--- src/rtl/pc_pkg.sv ---
package pc_pkg;
  localparam int CW = 8;

  typedef struct packed {
    logic [CW-1:0] a;
    logic [CW-1:0] r;
    logic [CW-1:0] g;
    logic [CW-1:0] b;
  } argb_t;

  typedef logic [3*CW-1:0] rgb_t;

  localparam logic [1:0] FMT_ARGB8888 = 2'd0;
  localparam logic [1:0] FMT_RGB888   = 2'd1;
  localparam logic [1:0] FMT_RGB565   = 2'd2;

  localparam logic [1:0] OUT_666 = 2'd1;
  localparam logic [1:0] OUT_565 = 2'd2;
endpackage

--- src/rtl/pc_expand.sv ---
module pc_expand
  import pc_pkg::*;
(
  input  logic [31:0] pix,
  input  logic [1:0]  fmt,
  input  logic        en,
  input  logic [7:0]  calpha,
  output argb_t       px
);
  logic [7:0]  pa;
  logic [15:0] prod;

  always_comb begin
    px = '0;
    pa = 8'hFF;
    case (fmt)
      FMT_ARGB8888: begin
        pa   = pix[31:24];
        px.r = pix[23:16];
        px.g = pix[15:8];
        px.b = pix[7:0];
      end
      FMT_RGB888: begin
        px.r = pix[23:16];
        px.g = pix[15:8];
        px.b = pix[7:0];
      end
      FMT_RGB565: begin
        px.r = {pix[15:11], pix[15:13]};
        px.g = {pix[10:5], pix[10:9]};
        px.b = {pix[4:0], pix[4:2]};
      end
      default: pa = 8'h00;
    endcase
    prod = pa * calpha;
    px.a = en ? 8'(prod / 16'd255) : 8'h00;
  end
endmodule

--- src/rtl/pc_blend.sv ---
module pc_blend
  import pc_pkg::*;
(
  input  logic  clk,
  input  logic  rst,
  input  argb_t fg,
  input  rgb_t  bg,
  output rgb_t  mix
);
  for (genvar c = 0; c < 3; c++) begin : g_ch
    logic [7:0]  f, u, res, lo, hi;
    logic [16:0] acc;
    assign f   = fg[c*8 +: 8];
    assign u   = bg[c*8 +: 8];
    assign acc = 17'(fg.a) * 17'(f) + 17'(8'd255 - fg.a) * 17'(u);
    assign res = 8'(acc / 17'd255);
    assign mix[c*8 +: 8] = res;
    assign lo  = (f < u) ? f : u;
    assign hi  = (f < u) ? u : f;

    p_mix_bounds_r4: assert property (@(posedge clk) disable iff (rst)
      (res >= lo) && (res <= hi));
  end

  p_opaque_r4: assert property (@(posedge clk) disable iff (rst)
    (fg.a == 8'hFF) |-> (mix == fg[23:0]));
  p_clear_r4: assert property (@(posedge clk) disable iff (rst)
    (fg.a == 8'h00) |-> (mix == bg));
endmodule

--- src/rtl/pc_dither.sv ---
module pc_dither
  import pc_pkg::*;
#(
  parameter logic [15:0] SEED = 16'hACE1
) (
  input  logic       clk,
  input  logic       rst,
  input  logic       step,
  input  rgb_t       din,
  input  logic [1:0] ofmt,
  input  logic       den,
  output rgb_t       dout
);
  logic [15:0] lfsr;

  always_ff @(posedge clk) begin
    if (rst) lfsr <= SEED;
    else if (step) lfsr <= {lfsr[14:0], lfsr[15] ^ lfsr[13] ^ lfsr[12] ^ lfsr[10]};
  end

  for (genvar c = 0; c < 3; c++) begin : g_ch
    logic [2:0] drop;
    logic [7:0] mask, res;
    logic [8:0] sum;
    logic [1:0] rnd;
    assign rnd = lfsr[2*c +: 2];

    always_comb begin
      case (ofmt)
        OUT_666: drop = 3'd2;
        OUT_565: drop = (c == 1) ? 3'd2 : 3'd3;
        default: drop = 3'd0;
      endcase
      mask = 8'hFF << drop;
      sum  = {1'b0, din[c*8 +: 8]} + ((den && drop != 3'd0) ? {7'd0, rnd} : 9'd0);
      res  = (sum[8] ? 8'hFF : sum[7:0]) & mask;
    end
    assign dout[c*8 +: 8] = res;

    p_no_drop_r6: assert property (@(posedge clk) disable iff (rst)
      res >= (din[c*8 +: 8] & mask));
  end
endmodule

--- src/rtl/pix_compose.sv ---
module pix_compose
  import pc_pkg::*;
#(
  parameter logic [15:0] LFSR_SEED = 16'hACE1
) (
  input  logic        clk,
  input  logic        rst,
  input  logic        i_valid,
  output logic        i_ready,
  input  logic [31:0] l1_pix,
  input  logic [1:0]  l1_fmt,
  input  logic        l1_en,
  input  logic [7:0]  l1_alpha,
  input  logic [31:0] l2_pix,
  input  logic [1:0]  l2_fmt,
  input  logic        l2_en,
  input  logic [7:0]  l2_alpha,
  input  logic [23:0] bg_color,
  input  logic [1:0]  out_fmt,
  input  logic        dith_en,
  output logic        o_valid,
  input  logic        o_ready,
  output logic [23:0] o_pix
);
  localparam int NL = 2;

  logic              adv;
  logic [NL-1:0][31:0] lpix;
  logic [NL-1:0][1:0]  lfmt;
  logic [NL-1:0]       len;
  logic [NL-1:0][7:0]  lca;
  argb_t             ex [NL];

  assign adv     = o_ready;
  assign i_ready = o_ready;
  assign lpix = {l2_pix, l1_pix};
  assign lfmt = {l2_fmt, l1_fmt};
  assign len  = {l2_en, l1_en};
  assign lca  = {l2_alpha, l1_alpha};

  for (genvar l = 0; l < NL; l++) begin : g_layer
    pc_expand u_exp (.pix(lpix[l]), .fmt(lfmt[l]), .en(len[l]), .calpha(lca[l]), .px(ex[l]));
  end

  // stage 1: widened layers plus captured configuration
  logic       v1, de1, v2, de2;
  argb_t      p1a, p1b, p2b;
  rgb_t       bg1, mix2, m1, m2, dq;
  logic [1:0] of1, of2;

  always_ff @(posedge clk) begin
    if (rst) begin
      v1 <= 1'b0; p1a <= '0; p1b <= '0; bg1 <= '0; of1 <= '0; de1 <= 1'b0;
      v2 <= 1'b0; mix2 <= '0; p2b <= '0; of2 <= '0; de2 <= 1'b0;
      o_valid <= 1'b0; o_pix <= '0;
    end else if (adv) begin
      v1 <= i_valid; p1a <= ex[0]; p1b <= ex[1];
      bg1 <= bg_color; of1 <= out_fmt; de1 <= dith_en;
      v2 <= v1; mix2 <= m1; p2b <= p1b; of2 <= of1; de2 <= de1;
      o_valid <= v2; o_pix <= dq;
    end
  end

  pc_blend u_blend1 (.clk(clk), .rst(rst), .fg(p1a), .bg(bg1), .mix(m1));
  pc_blend u_blend2 (.clk(clk), .rst(rst), .fg(p2b), .bg(mix2), .mix(m2));

  pc_dither #(.SEED(LFSR_SEED)) u_dith (
    .clk(clk), .rst(rst), .step(adv && v2), .din(m2),
    .ofmt(of2), .den(de2), .dout(dq)
  );

  // cycles since reset, saturating, for history-based checks
  logic [1:0] since_rst;
  always_ff @(posedge clk) begin
    if (rst) since_rst <= 2'd0;
    else if (since_rst != 2'd3) since_rst <= since_rst + 2'd1;
  end

  p_latency_r9: assert property (@(posedge clk) disable iff (rst)
    (since_rst == 2'd3 && $past(o_ready) && $past(o_ready, 2) && $past(o_ready, 3))
      |-> (o_valid == $past(i_valid, 3)));

  p_stall_hold_r10: assert property (@(posedge clk) disable iff (rst)
    (since_rst != 2'd0 && !$past(o_ready)) |-> ($stable(o_pix) && $stable(o_valid)));
endmodule

--- config.mk ---
export PLATFORM = sky130hd
export DESIGN_NAME = pix_compose
export DESIGN_NICKNAME = d
export VERILOG_FILES = /design/src/rtl/pc_pkg.sv /design/src/rtl/pc_expand.sv /design/src/rtl/pc_blend.sv /design/src/rtl/pc_dither.sv /design/src/rtl/pix_compose.sv
export SDC_FILE = /design/constraint.sdc
export NUM_CORES = 2
export LEC_CHECK = 0
export BUFFER_PORTS_ARGS = -buffer_cell sky130_fd_sc_hd__buf_4
export CORE_MARGIN = 2
export CORE_UTILIZATION = 67
export CTS_BUF_LIST = sky130_fd_sc_hd__clkbuf_16
export DETAILED_ROUTE_END_ITERATION = 10
export PLACE_DENSITY = 0.93
export SLEW_MARGIN = 20
export SYNTH_ARGS = -nofsm -noshare
export SYNTH_HDL_FRONTEND = slang
export SYNTH_SLANG_ARGS = --single-unit
--- constraint.sdc ---
create_clock -name clk -period 24.1 [get_ports clk]
set_clock_uncertainty 0.2 [all_clocks]
set_input_delay 4.82 -clock clk [delete_from_list [all_inputs] [get_ports clk]]
set_output_delay 4.82 -clock clk [all_outputs]
set_load 0.005 [all_outputs]
== Word-level counts from Yosys, hierarchy flattened ==
Index checks and enable logic that the tools add are counted.
Word-level totals
  input port bits: 117
  memory bits (read-only): 0
  memories: 0
  register bits after elaboration: 193
  bits in latches: 0
  bits in writable memories: 0
  word-level logic and storage cells: 96
  output and inout port bits: 26
Operators by class
  div/mod/pow operators: 8
  equal/unequal tests: 6
  shifts and indexed selects: 2
  bitwise gates (word level): 6
  multiply operators: 14
  mux-type cells: 14
  $lt $le $gt $ge: 0
  reduce and logical (&&, ||, !) cells: 12
  $add $sub $neg: 11
Operators with widths (count)
  8-bit by 8-bit multiplier with 16-bit output: 8
  16-bit by 17-bit adder with 17-bit output: 6
  17-bit by 8-bit divider with 17-bit output (second input constant): 6
  17-bit by 8-bit multiplier with 17-bit output: 6
  24-bit one-hot mux with 2 select lines: 2
  8-bit 2-to-1 mux: 5
  16-bit by 8-bit divider with 16-bit output (second input constant): 2
  8-bit one-hot mux with 2 select lines: 2
  8-bit by 9-bit adder with 9-bit output: 3
  8-bit AND: 3
  8-bit by 8-bit subtractor with 9-bit output (first input constant): 2
  8-bit by 2-bit left shift with 8-bit output (first input constant): 2
  2-bit OR reduction: 5
  2-bit 2-to-1 mux: 4
  2-bit by 1-bit equality test with 1-bit output (second input constant): 3
  2-bit equality test (second input constant): 3
  3-bit nonzero test: 2
  2-bit logical NOT: 2
  2-bit one-hot mux with 2 select lines: 1
  1-bit logical AND: 3
  1-bit bitwise XOR: 3

== Depth between registers and ports, before layout ==
  word-level depth: 9
  depth in mapped cells: 59
  mapped depth without buffers: 53

== Cells and area by module ==
A second synthesis with hierarchy kept.
Unflattened totals
  cell total of the unflattened synthesis: 7404
  area, all modules: 59803.6 um^2
By module, submodules not included
  pc_blend (u_blend1): cells each 2740, instances 1, seq. area each 0.0 um^2, area each 21478.1 um^2
  pc_blend (u_blend2): cells each 2635, instances 1, seq. area each 0.0 um^2, area each 21125.3 um^2
  pix_compose: cells each 573, instances 1, seq. area each 3543.4 um^2, area each 6318.6 um^2
  pc_expand (g_layer[1].u_exp): cells each 664, instances 1, seq. area each 0.0 um^2, area each 4897.2 um^2
  pc_expand (g_layer[0].u_exp): cells each 631, instances 1, seq. area each 0.0 um^2, area each 4639.4 um^2
  pc_dither: cells each 161, instances 1, seq. area each 320.3 um^2, area each 1345.0 um^2

== Worst setup path after synthesis ==
No wires, ideal clock.
  path kind: input port to flip-flop
  start: in l1_fmt[0]
  end: reg p1a[24] (netlist name)
  arrival: 14.393 ns
  data required time: 23.764 ns
  path buffers: 2
  stages: 40
  path slack: 9.371 ns
  setup time: 0.136 ns
  cells stage by stage: inv_1 -> ha_1 -> clkbuf_1 -> a21oi_1 -> nor2_1 -> and2_1 -> fa_1 -> fa_1 -> inv_1 -> fa_1 -> fa_1 -> inv_1 -> ha_1 -> a21oi_2 -> o21bai_1 -> a21oi_1 -> o21bai_1 -> a21oi_1 -> (+4 left out) -> nand2_1 -> or4_1 -> and2_0 -> clkbuf_1 -> o41a_1 -> a31oi_1 -> a31oi_1 -> or3_1 -> nor2_1 -> xor2_1 -> o211ai_1 -> o221a_1 -> or4_1 -> or4_1 -> nor2b_1 -> o22ai_1 -> a22oi_1 -> o32ai_1
On the way
  word-level cells in the longest chain between the ends: 6
  elaborated cells between the ends (all ways): 8
  those cells by class: mul: 1; div: 1; eq/ne: 2; mux: 2; reduce/logical: 2
Ends and longest elaborated chain
  start: declaration: line pix_compose.sv:11  | input logic [1:0] l1_fmt,
  2-bit by 1-bit equality test with 1-bit output or 2-bit equality test (tied branches): line pc_expand.sv:16  | case (fmt)
  2-bit OR reduction (no source line)
  8-bit one-hot mux with 2 select lines *: line pc_expand.sv:16
  8-bit by 8-bit multiplier with 16-bit output *: line pc_expand.sv:35  | prod = pa * calpha;
  16-bit by 8-bit divider with 16-bit output *: line pc_expand.sv:36  | px.a = en ? 8'(prod / 16'd255) : 8'h00;
  8-bit 2-to-1 mux *: line pc_expand.sv:36
  end signal: assignment: line pix_compose.sv:57  | v1 <= i_valid; p1a <= ex[0]; p1b <= ex[1];
  end: declaration: line pix_compose.sv:47  | argb_t p1a, p1b, p2b;
Every way passes the cells marked *; elsewhere a longest branch is shown, timed or not.
A chain may end at the register's enable or synchronous reset.

== Final worst setup path ==
  start: in l2_fmt[0]
  end: reg p1b[24] (netlist name)
On the way
  word-level cells in the longest chain between the ends: 6
  elaborated cells between the ends (all ways): 8
  those cells by class: mul: 1; div: 1; eq/ne: 2; mux: 2; reduce/logical: 2
Ends and longest elaborated chain
  start: declaration: line pix_compose.sv:15  | input logic [1:0] l2_fmt,
  2-bit by 1-bit equality test with 1-bit output or 2-bit equality test (tied branches): line pc_expand.sv:16
  2-bit OR reduction (no source line)
  8-bit one-hot mux with 2 select lines *: line pc_expand.sv:16
  8-bit by 8-bit multiplier with 16-bit output *: line pc_expand.sv:35
  16-bit by 8-bit divider with 16-bit output *: line pc_expand.sv:36
  8-bit 2-to-1 mux *: line pc_expand.sv:36
  end signal: assignment: line pix_compose.sv:57
  end: declaration: line pix_compose.sv:47
Marked as above.

==> impl_results.md <==
* TritonCTS clock tree: yes
* Via count normalized by instance count at 6.50
* Path class of the lowest-slack min-delay path: reg -> reg
* Critical path capture point type: flop
* Placement Rows at 105
* Count of unresolved DRC violations after routing at 0
* Slew at the pin closest to its max-slew limit at 1.12 ns
* Count of final setup violators at 0
* CTS Sinks at 193
* Via count of the first global-routing pass at 52200
* Most common library cell in the layout ignoring fill and taps: sky130_fd_sc_hd__inv_1
* Total of flip-flops plus latches after synthesis at 193
* Min-Delay Path Depth at 2
* Slowest cell on the critical path: sky130_fd_sc_hd__o31ai_1
* Detail Route Antenna Nets at 0
* Share of flip-flops with an asynchronous set or reset after synthesis at 0
* Time the final worst path needs with I/O delays and setup at 16.04 ns
* Max Fclk at 62.4 MHz
* Placed instance area at 0.0569 sq mm
* Post-Synthesis Cells at 6946
* Layout overhead on the synthesized area at 4.01%
* Detailed-router iteration count before antenna repair at 8
* Grt ovf at 0
* Worst slew slack as a fraction of its limit at 0.256
* Detailed Place HPWL at 118000 microns
* Worst path most repeated cell: sky130_fd_sc_hd__fa_1
* Total I/O pin count at 143
* Clock transition time at the flip-flop clock pins of the worst setup and hold paths at 0.10 ns
* Initial Utilization at 0.675
* Total track usage at 0.358
* TritonCTS buffer count at 17
* Period Utilization, post-route at 0.665
* Register area share after synthesis at 0.0699
* Category of the critical setup timing path: in -> reg
* Die area at 0.0848 sq mm
* Overall routed net length at 153000 microns
* Number of antenna violations at the first check in global routing at 3
* Clock tree root buffer cell: sky130_fd_sc_hd__clkbuf_16
* Count of synthesis-stage warnings from yosys at 0
* Number of DRC markers after the initial detailed-route iteration at 5144
* Height of the die at 291 microns
* Average instance area after synthesis at 7.96 sq um
* First-pass GRT wire length at 252000 microns
* Routed vias at 51800
* Most frequently used flop master after synthesis: sky130_fd_sc_hd__dfxtp_1
* RSZ-0062 raised after global routing: no
* Number of library cell types mapped by synthesis at 130
* Wire per inst at 19.2 microns
* Final GP Congestion at 0.961
* Number of endpoints with negative hold slack in the final report at 0
* CTS Hold Buffers Added at 0
* Total number of H-tree levels at 4
* Number of setup buffers added after CTS at 0
* Number of enable-type register cells in the synthesized netlist at 0
* Deepest clock path buffer count at 2
* CP Max Fanout at 12
* Area of the mapped netlist at 0.0553 sq mm
* Largest net degree at the start of global routing at 88
* Clk_lat worst skew at 0.55 ns
* Fraction of layout instances using a drive strength above 1 at 0.0570
* Number of max-cap violations at 0
* CP Data Required Time at 24.40 ns
* # nets final at 8135
* Final design instance area without fill at 0.0575 sq mm
* Slowest stage delay, CP at 0.75 ns
* Post-CTS resize count at 0
* Core area at 0.0818 sq mm
* Max-slew violation count at 0
* R2r worst-path depth at 48
* Kind of start point of the critical path: input port
* IO Port Bufs at 142
* Total negative setup slack at 0 ns
* Outcome: completed
* Horizontal extent of the die at 291 microns
* Leading cell types in the layout, fill and taps excluded: sky130_fd_sc_hd__inv_1 (944), sky130_fd_sc_hd__fa_1 (657), sky130_fd_sc_hd__nand2_1 (600)
* Worst endpoint data arrival time at 16.34 ns
## layout make-up
class                      count  area (sq um)
multi-input combinational   5555         46900
sequential                   193          3870
timing repair buffer         171          1290
tap                         1070          1340
antenna                        3          7.51
clock inverter                15           163
inverter                     944          3540
fill                        5980         24300
clock buffer                  17           425
## through the flow
stage / std cells / hold WS, ns / util / worst slack [ns]
after floorplan: 6951 / 0.225 / - / 9.37
after global routing: 7967 / 0.280 / 0.702 / 7.32
after global placement: 7933 / 0.236 / 0.695 / 8.21
after CTS: 7965 / 0.257 / 0.702 / 8.40
final: 7968 / 0.255 / 0.702 / 8.06
after detailed placement: 7933 / 0.246 / 0.695 / 7.89
## layer usage
layer | vias to the layer above | part of all wire | GRT usage
met3 | 578 | 0.089 | 0.0673
met2 | 2645 | 0.48 | 0.610
met4 | 2 | 0.047 | 0.171
met1 | 25000 | 0.39 | 0.436
met5 | - | 0.000085 | 0
li1 | 23600 | - | -
## critical path, delay by kind of cell
family / cells / cell delay, ns
xor+xnor: 2 / 0.79
fa+ha+maj: 7 / 3.04
mux: 1 / 0.28
simple gates: 13 / 3.60
buf+inv: 3 / 0.25
compound gates: 14 / 3.52
## synth_stat cells, types with 70 or more instances
cell type,n,area share
sky130_fd_sc_hd__a22oi_1,70,0.0095
sky130_fd_sc_hd__mux2i_1,106,0.019
sky130_fd_sc_hd__fa_1,657,0.24
sky130_fd_sc_hd__clkbuf_1,192,0.013
sky130_fd_sc_hd__a21oi_1,274,0.025
sky130_fd_sc_hd__nor2_1,447,0.030
sky130_fd_sc_hd__xor2_1,87,0.014
sky130_fd_sc_hd__nand2_1,600,0.041
sky130_fd_sc_hd__inv_1,944,0.064
sky130_fd_sc_hd__nand3_1,147,0.013
sky130_fd_sc_hd__o21ai_0,212,0.019
sky130_fd_sc_hd__nand2b_1,163,0.018
sky130_fd_sc_hd__a211oi_1,78,0.011
sky130_fd_sc_hd__nor2b_1,289,0.033
sky130_fd_sc_hd__a21o_1,70,0.0095
sky130_fd_sc_hd__xnor2_1,174,0.028
sky130_fd_sc_hd__and2_1,322,0.036
sky130_fd_sc_hd__dfxtp_1,193,0.070
sky130_fd_sc_hd__ha_1,479,0.11
sky130_fd_sc_hd__nor3_1,136,0.012
## flip-flops by register name, indices dropped and copies added (netlist names)
| signal | count |
|---|---|
| bg1 | 24 |
| de1 | 1 |
| de2 | 1 |
| mix2 | 24 |
| o_pix | 24 |
| o_valid | 1 |
| of1 | 2 |
| of2 | 2 |
| p1a | 32 |
| p1b | 32 |
| p2b | 32 |
| u_dith.lfsr | 16 |
| v1 | 1 |
| v2 | 1 |
## final timing paths
| check | from | to | slack (ns) |
|---|---|---|---|
| worst max-delay path | l2_fmt[0] | p1b[24] | 8.06 |
| worst min-delay path | u_dith.lfsr[8] | u_dith.lfsr[9] | 0.26 |
| worst max register to register | p2b[29] | o_pix[2] | 8.35 |
| worst min register to register | u_dith.lfsr[8] | u_dith.lfsr[9] | 0.26 |
## cells by family (layout without fill, tap and decap cells)
group	after synthesis	count (layout)	share of synthesized area
other	1	9	0.0000678
AOI/OAI and AO/OA	1481	1481	0.193
muxes	130	130	0.0242
buffers and inverters	1203	1147	0.0829
and+or+nand+nor	2519	2519	0.238
xor gates and xnor gates	266	266	0.0429
adders and majority gates	1153	1153	0.349
DFF	193	193	0.0699
Power is not shown: default switching activity piles up to over one toggle a cycle in this logic, so the estimate is an artifact.
